==> config.mk <==
export PLATFORM = sky130hd
export DESIGN_NAME = sd_dat_serdes
export DESIGN_NICKNAME = d
export VERILOG_FILES = /design/src/rtl/sd_dat_serdes.sv
export SDC_FILE = /design/constraint.sdc
export NUM_CORES = 1
export LEC_CHECK = 0
export ABC_AREA = 1
export BUFFER_PORTS_ARGS = -buffer_cell sky130_fd_sc_hd__buf_2
export CORE_MARGIN = 2
export CORE_UTILIZATION = 40
export CTS_BUF_LIST = sky130_fd_sc_hd__clkbuf_4 sky130_fd_sc_hd__clkbuf_8
export DETAILED_ROUTE_END_ITERATION = 16
export HOLD_SLACK_MARGIN = 0.12
export PLACE_DENSITY_LB_ADDON = 0.15
export SETUP_SLACK_MARGIN = 0.4
export SYNTH_ARGS = -nofsm -noshare
export SYNTH_HDL_FRONTEND = slang
export SYNTH_SLANG_ARGS = --single-unit
==> constraint.sdc <==
create_clock -name clk -period 1.9 [get_ports clk]
set_input_delay 0.285 -clock clk [delete_from_list [all_inputs] [get_ports clk]]
set_output_delay 0.285 -clock clk [all_outputs]
set_load 0.005 [all_outputs]
==> src/rtl/sd_dat_serdes.sv <==
`timescale 1ns/1ps
module sd_dat_serdes #(
  parameter int LEN_W = 12
) (
  input  logic             clk,
  input  logic             rst_n,
  input  logic             en,
  input  logic             dir,
  input  logic [1:0]       bus_w,
  input  logic [LEN_W-1:0] blk_len,
  input  logic [7:0]       tx_data,
  output logic             tx_pop,
  output logic [7:0]       rx_data,
  output logic             rx_valid,
  input  logic [3:0]       dat_in,
  output logic [3:0]       dat_out,
  output logic [3:0]       dat_oe,
  output logic             busy,
  output logic             crc_err,
  output logic             eob,
  output logic             eof
);
  localparam logic [15:0] POLY = 16'h1021;

  typedef enum logic [2:0] {S_IDLE, S_WAIT, S_START, S_DATA, S_CRC, S_END} st_t;
  st_t st;

  logic             w4, tx, err;
  logic [3:0]       bitc;
  logic [LEN_W-1:0] rem;
  logic [7:0]       sh;
  logic [3:0][15:0] crc;
  logic [3:0]       ctop, dbit;

  wire [3:0] act      = w4 ? 4'hF : 4'h1;
  wire       last_bit = bitc == (w4 ? 4'd1 : 4'd7);
  wire [7:0] cur      = (tx && bitc == 4'd0) ? tx_data : sh;
  wire [7:0] sh_nx    = tx ? (w4 ? {cur[3:0], 4'h0} : {cur[6:0], 1'b0})
                           : (w4 ? {sh[3:0], dat_in} : {sh[6:0], dat_in[0]});

  always_comb begin
    for (int i = 0; i < 4; i++) ctop[i] = crc[i][15];
    dbit = tx ? (w4 ? cur[7:4] : {3'b111, cur[7]}) : dat_in;
    case (st)
      S_START: dat_out = 4'h0;
      S_DATA:  dat_out = dbit;
      S_CRC:   dat_out = ctop;
      default: dat_out = 4'hF;
    endcase
  end

  assign busy    = st inside {S_START, S_DATA, S_CRC, S_END};
  assign dat_oe  = (tx && busy) ? act : 4'h0;
  assign tx_pop  = tx && st == S_DATA && bitc == 4'd0;
  assign rx_data = sh;

  always_ff @(posedge clk or negedge rst_n) begin
    if (!rst_n) begin
      crc <= '0;
      err <= 1'b0;
    end else if (st == S_IDLE) begin
      crc <= '0;
      err <= 1'b0;
    end else if (st == S_DATA) begin
      for (int i = 0; i < 4; i++)
        crc[i] <= {crc[i][14:0], 1'b0} ^ ({16{dbit[i] ^ crc[i][15]}} & POLY);
    end else if (st == S_CRC) begin
      for (int i = 0; i < 4; i++) crc[i] <= {crc[i][14:0], 1'b0};
      if (!tx) err <= err | (|(act & (dat_in ^ ctop)));
    end
  end

  always_ff @(posedge clk or negedge rst_n) begin
    if (!rst_n) begin
      st <= S_IDLE; w4 <= 1'b0; tx <= 1'b0; bitc <= '0; rem <= '0; sh <= '0;
      rx_valid <= 1'b0; eob <= 1'b0; eof <= 1'b0; crc_err <= 1'b0;
    end else begin
      rx_valid <= 1'b0;
      eob      <= 1'b0;
      eof      <= 1'b0;
      case (st)
        S_IDLE: if (en) begin
          w4   <= bus_w == 2'd1;
          tx   <= dir;
          rem  <= blk_len - 1'b1;
          bitc <= '0;
          st   <= dir ? S_START : S_WAIT;
        end
        S_WAIT: begin
          if (!en) st <= S_IDLE;
          else if (!dat_in[0]) st <= S_DATA;
        end
        S_START: st <= S_DATA;
        S_DATA: begin
          sh <= sh_nx;
          if (last_bit) begin
            bitc     <= '0;
            rx_valid <= !tx;
            if (rem == '0) begin
              st  <= S_CRC;
              eob <= 1'b1;
            end else begin
              rem <= rem - 1'b1;
            end
          end else begin
            bitc <= bitc + 1'b1;
          end
        end
        S_CRC: begin
          bitc <= bitc + 1'b1;
          if (bitc == 4'd15) begin
            bitc <= '0;
            st   <= S_END;
          end
        end
        S_END: begin
          st      <= S_IDLE;
          eof     <= 1'b1;
          crc_err <= !tx && err;
        end
        default: st <= S_IDLE;
      endcase
    end
  end

  AST_POP_SPACED:  assert property (@(posedge clk) disable iff (!rst_n) tx_pop |=> !tx_pop);
  AST_RXV_SPACED:  assert property (@(posedge clk) disable iff (!rst_n) rx_valid |=> !rx_valid);
  AST_RX_NO_DRIVE: assert property (@(posedge clk) disable iff (!rst_n) (busy && !tx) |-> dat_oe == 4'h0);
  AST_NARROW_OE:   assert property (@(posedge clk) disable iff (!rst_n) (busy && !w4) |-> dat_oe[3:1] == 3'b000);
  AST_EOB_AT_CRC:  assert property (@(posedge clk) disable iff (!rst_n) eob |-> (st == S_CRC && bitc == 4'd0));
  AST_EOF_IDLE:    assert property (@(posedge clk) disable iff (!rst_n) eof |-> !busy);
  AST_ERR_HELD:    assert property (@(posedge clk) disable iff (!rst_n) (busy && st != S_END) |=> $stable(crc_err));
endmodule

### After elaboration in Yosys (flattened, before gate mapping)

Index checks and enable logic that the tools add are counted.

| operators by class | value |
|---|---|
| multipliers | 0 |
| bitwise operators | 11 |
| order comparisons | 0 |
| shift operators | 0 |
| muxes and demuxes | 39 |
| div/mod/pow operators | 0 |
| reductions and logical operators | 19 |
| equal/unequal tests | 16 |
| add/sub/neg operators | 3 |

Operators by type and width:

| operator | count |
|---|---|
| 64-bit two-way mux | 3 |
| 16-bit by 13-bit bitwise XOR with 16-bit output | 4 |
| 12-bit two-way mux | 3 |
| 8-bit two-way mux | 4 |
| 4-bit two-way mux | 7 |
| 12-bit one-hot mux with 2 select lines | 1 |
| 4-bit one-hot mux with 3 select lines | 2 |
| 12-bit by 1-bit subtractor with 12-bit output, second input constant | 2 |
| 3-bit two-way mux | 7 |
| 3-bit one-hot mux with 5 select lines | 1 |
| 12-bit zero test | 1 |
| 1-bit two-way mux | 10 |
| 2-bit by 1-bit inequality test with 1-bit output, second input constant | 4 |
| 3-bit by 2-bit equality test with 1-bit output, second input constant | 2 |
| 3-bit equality test, second input constant | 2 |
| 2-bit inequality test, second input constant | 3 |
| 1-bit logical AND | 5 |
| 5-bit AND reduction | 1 |
| 4-bit by 1-bit adder with 4-bit output, second input constant | 1 |
| 4-bit AND | 1 |
| 4-bit by 3-bit equality test with 1-bit output | 1 |
| 4-bit equality test, second input constant | 1 |
| 4-bit zero test | 1 |
| 2-bit AND reduction | 2 |
| 15 further kinds | 19 |

| word-level totals | value |
|---|---|
| memories | 0 |
| bits in latches | 0 |
| memory bits (read-only) | 0 |
| flip-flop bits (word level) | 98 |
| logic and storage cells | 103 |
| bits in writable memories | 0 |

### Longest topological paths before layout

| depth | value |
|---|---|
| depth in word-level cells | 9 |
| gate-level depth with buffers | 14 |
| mapped depth without buffers | 14 |

### Worst setup path before layout

No wires, ideal clock.

| path | value |
|---|---|
| kind | register to output |
| from | register st[0] |
| to | output port dat_out[1] |
| cell stages (with the launch flop) | 10 |
| arrival | 1524 ps |
| path slack | 91 ps |
| buffers on the path | 1 |
| cell sequence | dfrtp_1 > nor2_2 > inv_2 > nor2_1 > inv_2 > nand2_2 > inv_2 > buf_2 > o21ai_1 > o221ai_1 |

| between the ends | value |
|---|---|
| longest elaborated chain between the ends | 2 |

RTL lines:

| item | RTL line | RTL |
|---|---|---|
| start: declaration | 26 | `st_t st;` |
| start signal: assignment | 87 | `st <= dir ? S_START : S_WAIT;` |
| 3-bit equality test or 3-bit by 2-bit equality test with 1-bit output (tied branches) | 44 | `case (st)` |
| 4-bit one-hot mux with 3 select lines * | 44 |  |
| end: declaration | 16 | `output logic [3:0] dat_out,` |

Mark *: on every way between the ends. The rest lies on a longest branch, timed or not.

### Worst setup path after layout

| path | value |
|---|---|
| from | register bitc[2] |
| to | output port dat_out[3] |

| between the ends | value |
|---|---|
| longest elaborated chain between the ends | 6 |

RTL lines:

| item | RTL line | RTL |
|---|---|---|
| start: declaration | 29 | `logic [3:0] bitc;` |
| start signal: assignment | 106 | `bitc <= bitc + 1'b1;` |
| start signal: assignment | 110 | `bitc <= bitc + 1'b1;` |
| 4-bit zero test | 37 | `wire [7:0] cur = (tx && bitc == 4'd0) ? tx_data : sh;` |
| 1-bit logical AND | 37 |  |
| 8-bit two-way mux | 37 |  |
| 4-bit two-way mux (2 in a row) | 43 | `dbit = tx ? (w4 ? cur[7:4] : {3'b111, cur[7]}) : dat_in;` |
| 4-bit one-hot mux with 3 select lines | 44 |  |

Every way passes these cells.

==> flow_metrics.tcl <==
set metrics [dict create \
    antenna_found_initial 0 \
    power_density_mw_per_mm2 1560 \
    cp_data_arrival_time_ns 1.81 \
    p_seq_share_pct 24.2 \
    hp-start "dir" \
    p_int_mw 6.75 \
    vias 4605 \
    worst_pin_slew_ns 0.414 \
    swShare_pct 43.6 \
    grt_start_max_net_pins 50 \
    synth_mux_area_share_pct 0.208 \
    synth_area_mm2 0.00482 \
    coreArea_mm2 0.0119 \
    synth_xor_area_share_pct 1.82 \
    max_freq_ghz 0.478 \
    path_clk_slew_ns 0.10 \
    final.period_utilization_pct 110 \
    area_delta_synth_final_pct 58.6 \
    firstDrtPassIters 4 \
    grt_pass1_vias 4532 \
    initial_utilization_pct 40.6 \
    drive_above_1_share_pct 49.3 \
    power.leakage_nw 3.42 \
    synth_top_family_by_area "simple AND/OR/NAND/NOR gates" \
    critPathMaxFanout 5 \
    period_needed_ns 2.09 \
    antenna_left 0 \
    ir_drop_v 0.000813 \
    ys_types 37 \
    end_kind "output pin" \
    wire_per_inst_um 16.5 \
    die_h_um 114 \
    cp_data_required_time_ns 1.62 \
    grt_overflow 0 \
    fp.dieW_um 114 \
    avgSynthCellArea_um2 8.14 \
    clock_path_buffers 2 \
    timing.hold.ws_ns 0.169 \
    violations "negative setup slack" \
    synth_ff_type "dfrtp_1" \
    r2r-start "st[0]" \
    viasPerCell 5.24 \
    setup_viol 28 \
    die-area_mm2 0.0129 \
    gr-usage-all-layers_pct 21.5 \
    cp-startpoint "bitc[2]" \
    slew_headroom_pct 72.4 \
    nNetsFinal 760 \
    p_sw_mw 5.21 \
    post-dp-hpwl_um 7960 \
    combinationalPowerShare_pct 65.0 \
    rows 40 \
    syn-num-nets 625 \
    numCtsBuffers 9 \
    rsz0062_at_grt "true" \
    ctsRootBufferMaster "clkbuf_8" \
    htree_num_levels 3 \
    drv_slew 0 \
    globalplace.congestion 0.852 \
    drcViolationCount 0 \
    hold_violations 0 \
    wl_um 14500 \
    status "finished with violations" \
    skew_ns 0.0117 \
    start_kind "register" \
    dp_slack_ns 0.00997 \
    async_reset_ff_share_pct 100 \
    grt_pass1_wl_um 22000 \
    syn_inst 592 \
    ff2ff_setup_slack_ns -0.11 \
    setup_ws_ns -0.192 \
    critical_path_class "register to output pin" \
    drv_cap 0 \
    clock_sinks 98 \
    ys_seq_area_share_pct 50.9 \
    io_pins 52 \
    synthSimpleGateAreaFrac_pct 20.3 \
    hp-class "primary input to register" \
    synth-seq-cells 98 \
    antenna_cells 0 \
    synth_edf_count 0 \
    first_iter_violations 226 \
    synth_compound_area_share_pct 15.0 \
    clkLatencyLatePin_ns 0.38 \
    portBuffers 51 \
    synth_adder_area_share_pct 0.779 \
    pwr-share-clk_pct 10.8 \
    yosysWarnings 0 \
    cts_tree "yes" \
]
==> final cells by class <==
cell class,instances,area [µm²]
fillers,935,4220
clock buffers,11,145
inverters,107,442
repair buffers,148,1500
flip-flops and latches,98,2460
multi-input cells,363,2880
clock inverters,5,37.5
well taps,147,184
==> worst max-delay path: stages, from the launching register on <==
cell and delay, ns:
dfrtp_2 0.45, nor2_4 0.26, nand3b_1 0.20, nand2_2 0.12, nand2_2 0.06, nand2_2 0.09, o221ai_2 0.10, buf_2 0.15
==> worst paths after layout <==
| kind | to | cells after the start |
|---|---|---|
| setup / recovery | dat_out[3] | 7 |
| hold / removal | tx | 3 |
| setup reg to reg | rem[10] | 14 |
| hold reg to reg | crc[28] | 2 |
| max in group asynchronous | crc[50] | 3 |
| min in group asynchronous | rem[3] | 2 |
==> synthesized netlist by cell type, types with 6 or more instances <==
cell type  number  area share (%)
a21oi_1         9            0.93
buf_2          12             1.2
clkbuf_1        7            0.55
dfrtp_1        98              51
inv_1         100             7.8
inv_2           7            0.55
nand2_1       139              11
nand3_1        31             3.2
nand4_1         8             1.0
nor2_1         25             1.9
o21ai_0        45             4.7
o21ai_2         6             1.1
o22ai_1        47             6.1
==> per-layer routing <==
| metal | track usage [%] | vias up | wire [µm] |
|---|---|---|---|
| met2 | 37.4 | 86 | 7580 |
| met5 | 0 | - | 0 |
| met1 | 27.1 | 2303 | 6210 |
| met4 | 7.56 | 0 | 262 |
| met3 | 3.83 | 26 | 450 |
| li1 | - | 2190 | - |
==> kinds of logic (layout without fill, tap and decap cells) <==
group | count (synthesis) | after routing
adders and majority gates | 3 | 3
xor gates and xnor gates | 10 | 10
and+or+nand+nor | 226 | 226
AOI/OAI and AO/OA | 123 | 123
DFF | 98 | 98
buffers and inverters | 131 | 271
muxes | 1 | 1
==> power groups by stage <==
stage	Sequential (mW)	Clock, mW	Combinational (mW)
CTS	2.89	1.32	6.41
global route	2.95	1.39	8.29
detailed placement	2.93	0	3.69
global placement	2.92	0	3.65
finish	2.90	1.29	7.77
floorplan	2.85	0	2.67
==> flip-flops by register name, indices dropped and copies added (netlist names) <==
register  cells
rem          12
crc_err       1
st            3
rx_data       8
bitc          4
eof           1
eob           1
w4            1
tx            1
rx_valid      1
crc          64
err           1
==> placed cells by master (no fill, tap or decap), drive strengths merged <==
cell type    instances
a21boi               1
a21oi                9
a22oi                1
a31oi                3
buf                147
clkbuf              11
clkinv               2
clkinvlp             2
dfrtp               98
dlygate4sd3          1
ha                   3
inv                108
mux2i                1
nand2              141
nand3               32
nand3b               3
nand4                8
nor2                30
nor3                 4
nor3b                1
nor4                 3
o211ai               2
o21a                 1
o21ai               56
o221ai               3
o22ai               47
or2                  4
xnor2                5
xor2                 5
==> repair_timing <==
action                                 in CTS  in global routing
cloned                                      9                  0
endpoints found under the hold margin      23                  0
gates resized for setup                   187                106
setup endpoints to repair                  97                103
setup buffers                              42                 27
pin swaps                                  56                 67
hold buffers                                1                  0
==> metrics by stage <==
step	total power [mW]	cell area (µm²)	std cells	setup TNS (ns)	util [%]
5_1_grt	12.6	7640	879	-4.98	64.4
6_report	12.0	7640	879	-1.45	64.4
3_5_place_dp	6.62	5440	784	0	45.9
3_3_place_gp	6.57	5440	784	0	45.9
2_1_floorplan	5.52	4970	592	0	-
4_1_cts	10.6	6970	852	-1.05	58.8
Note: power is estimated with default switching activity, not from simulation.
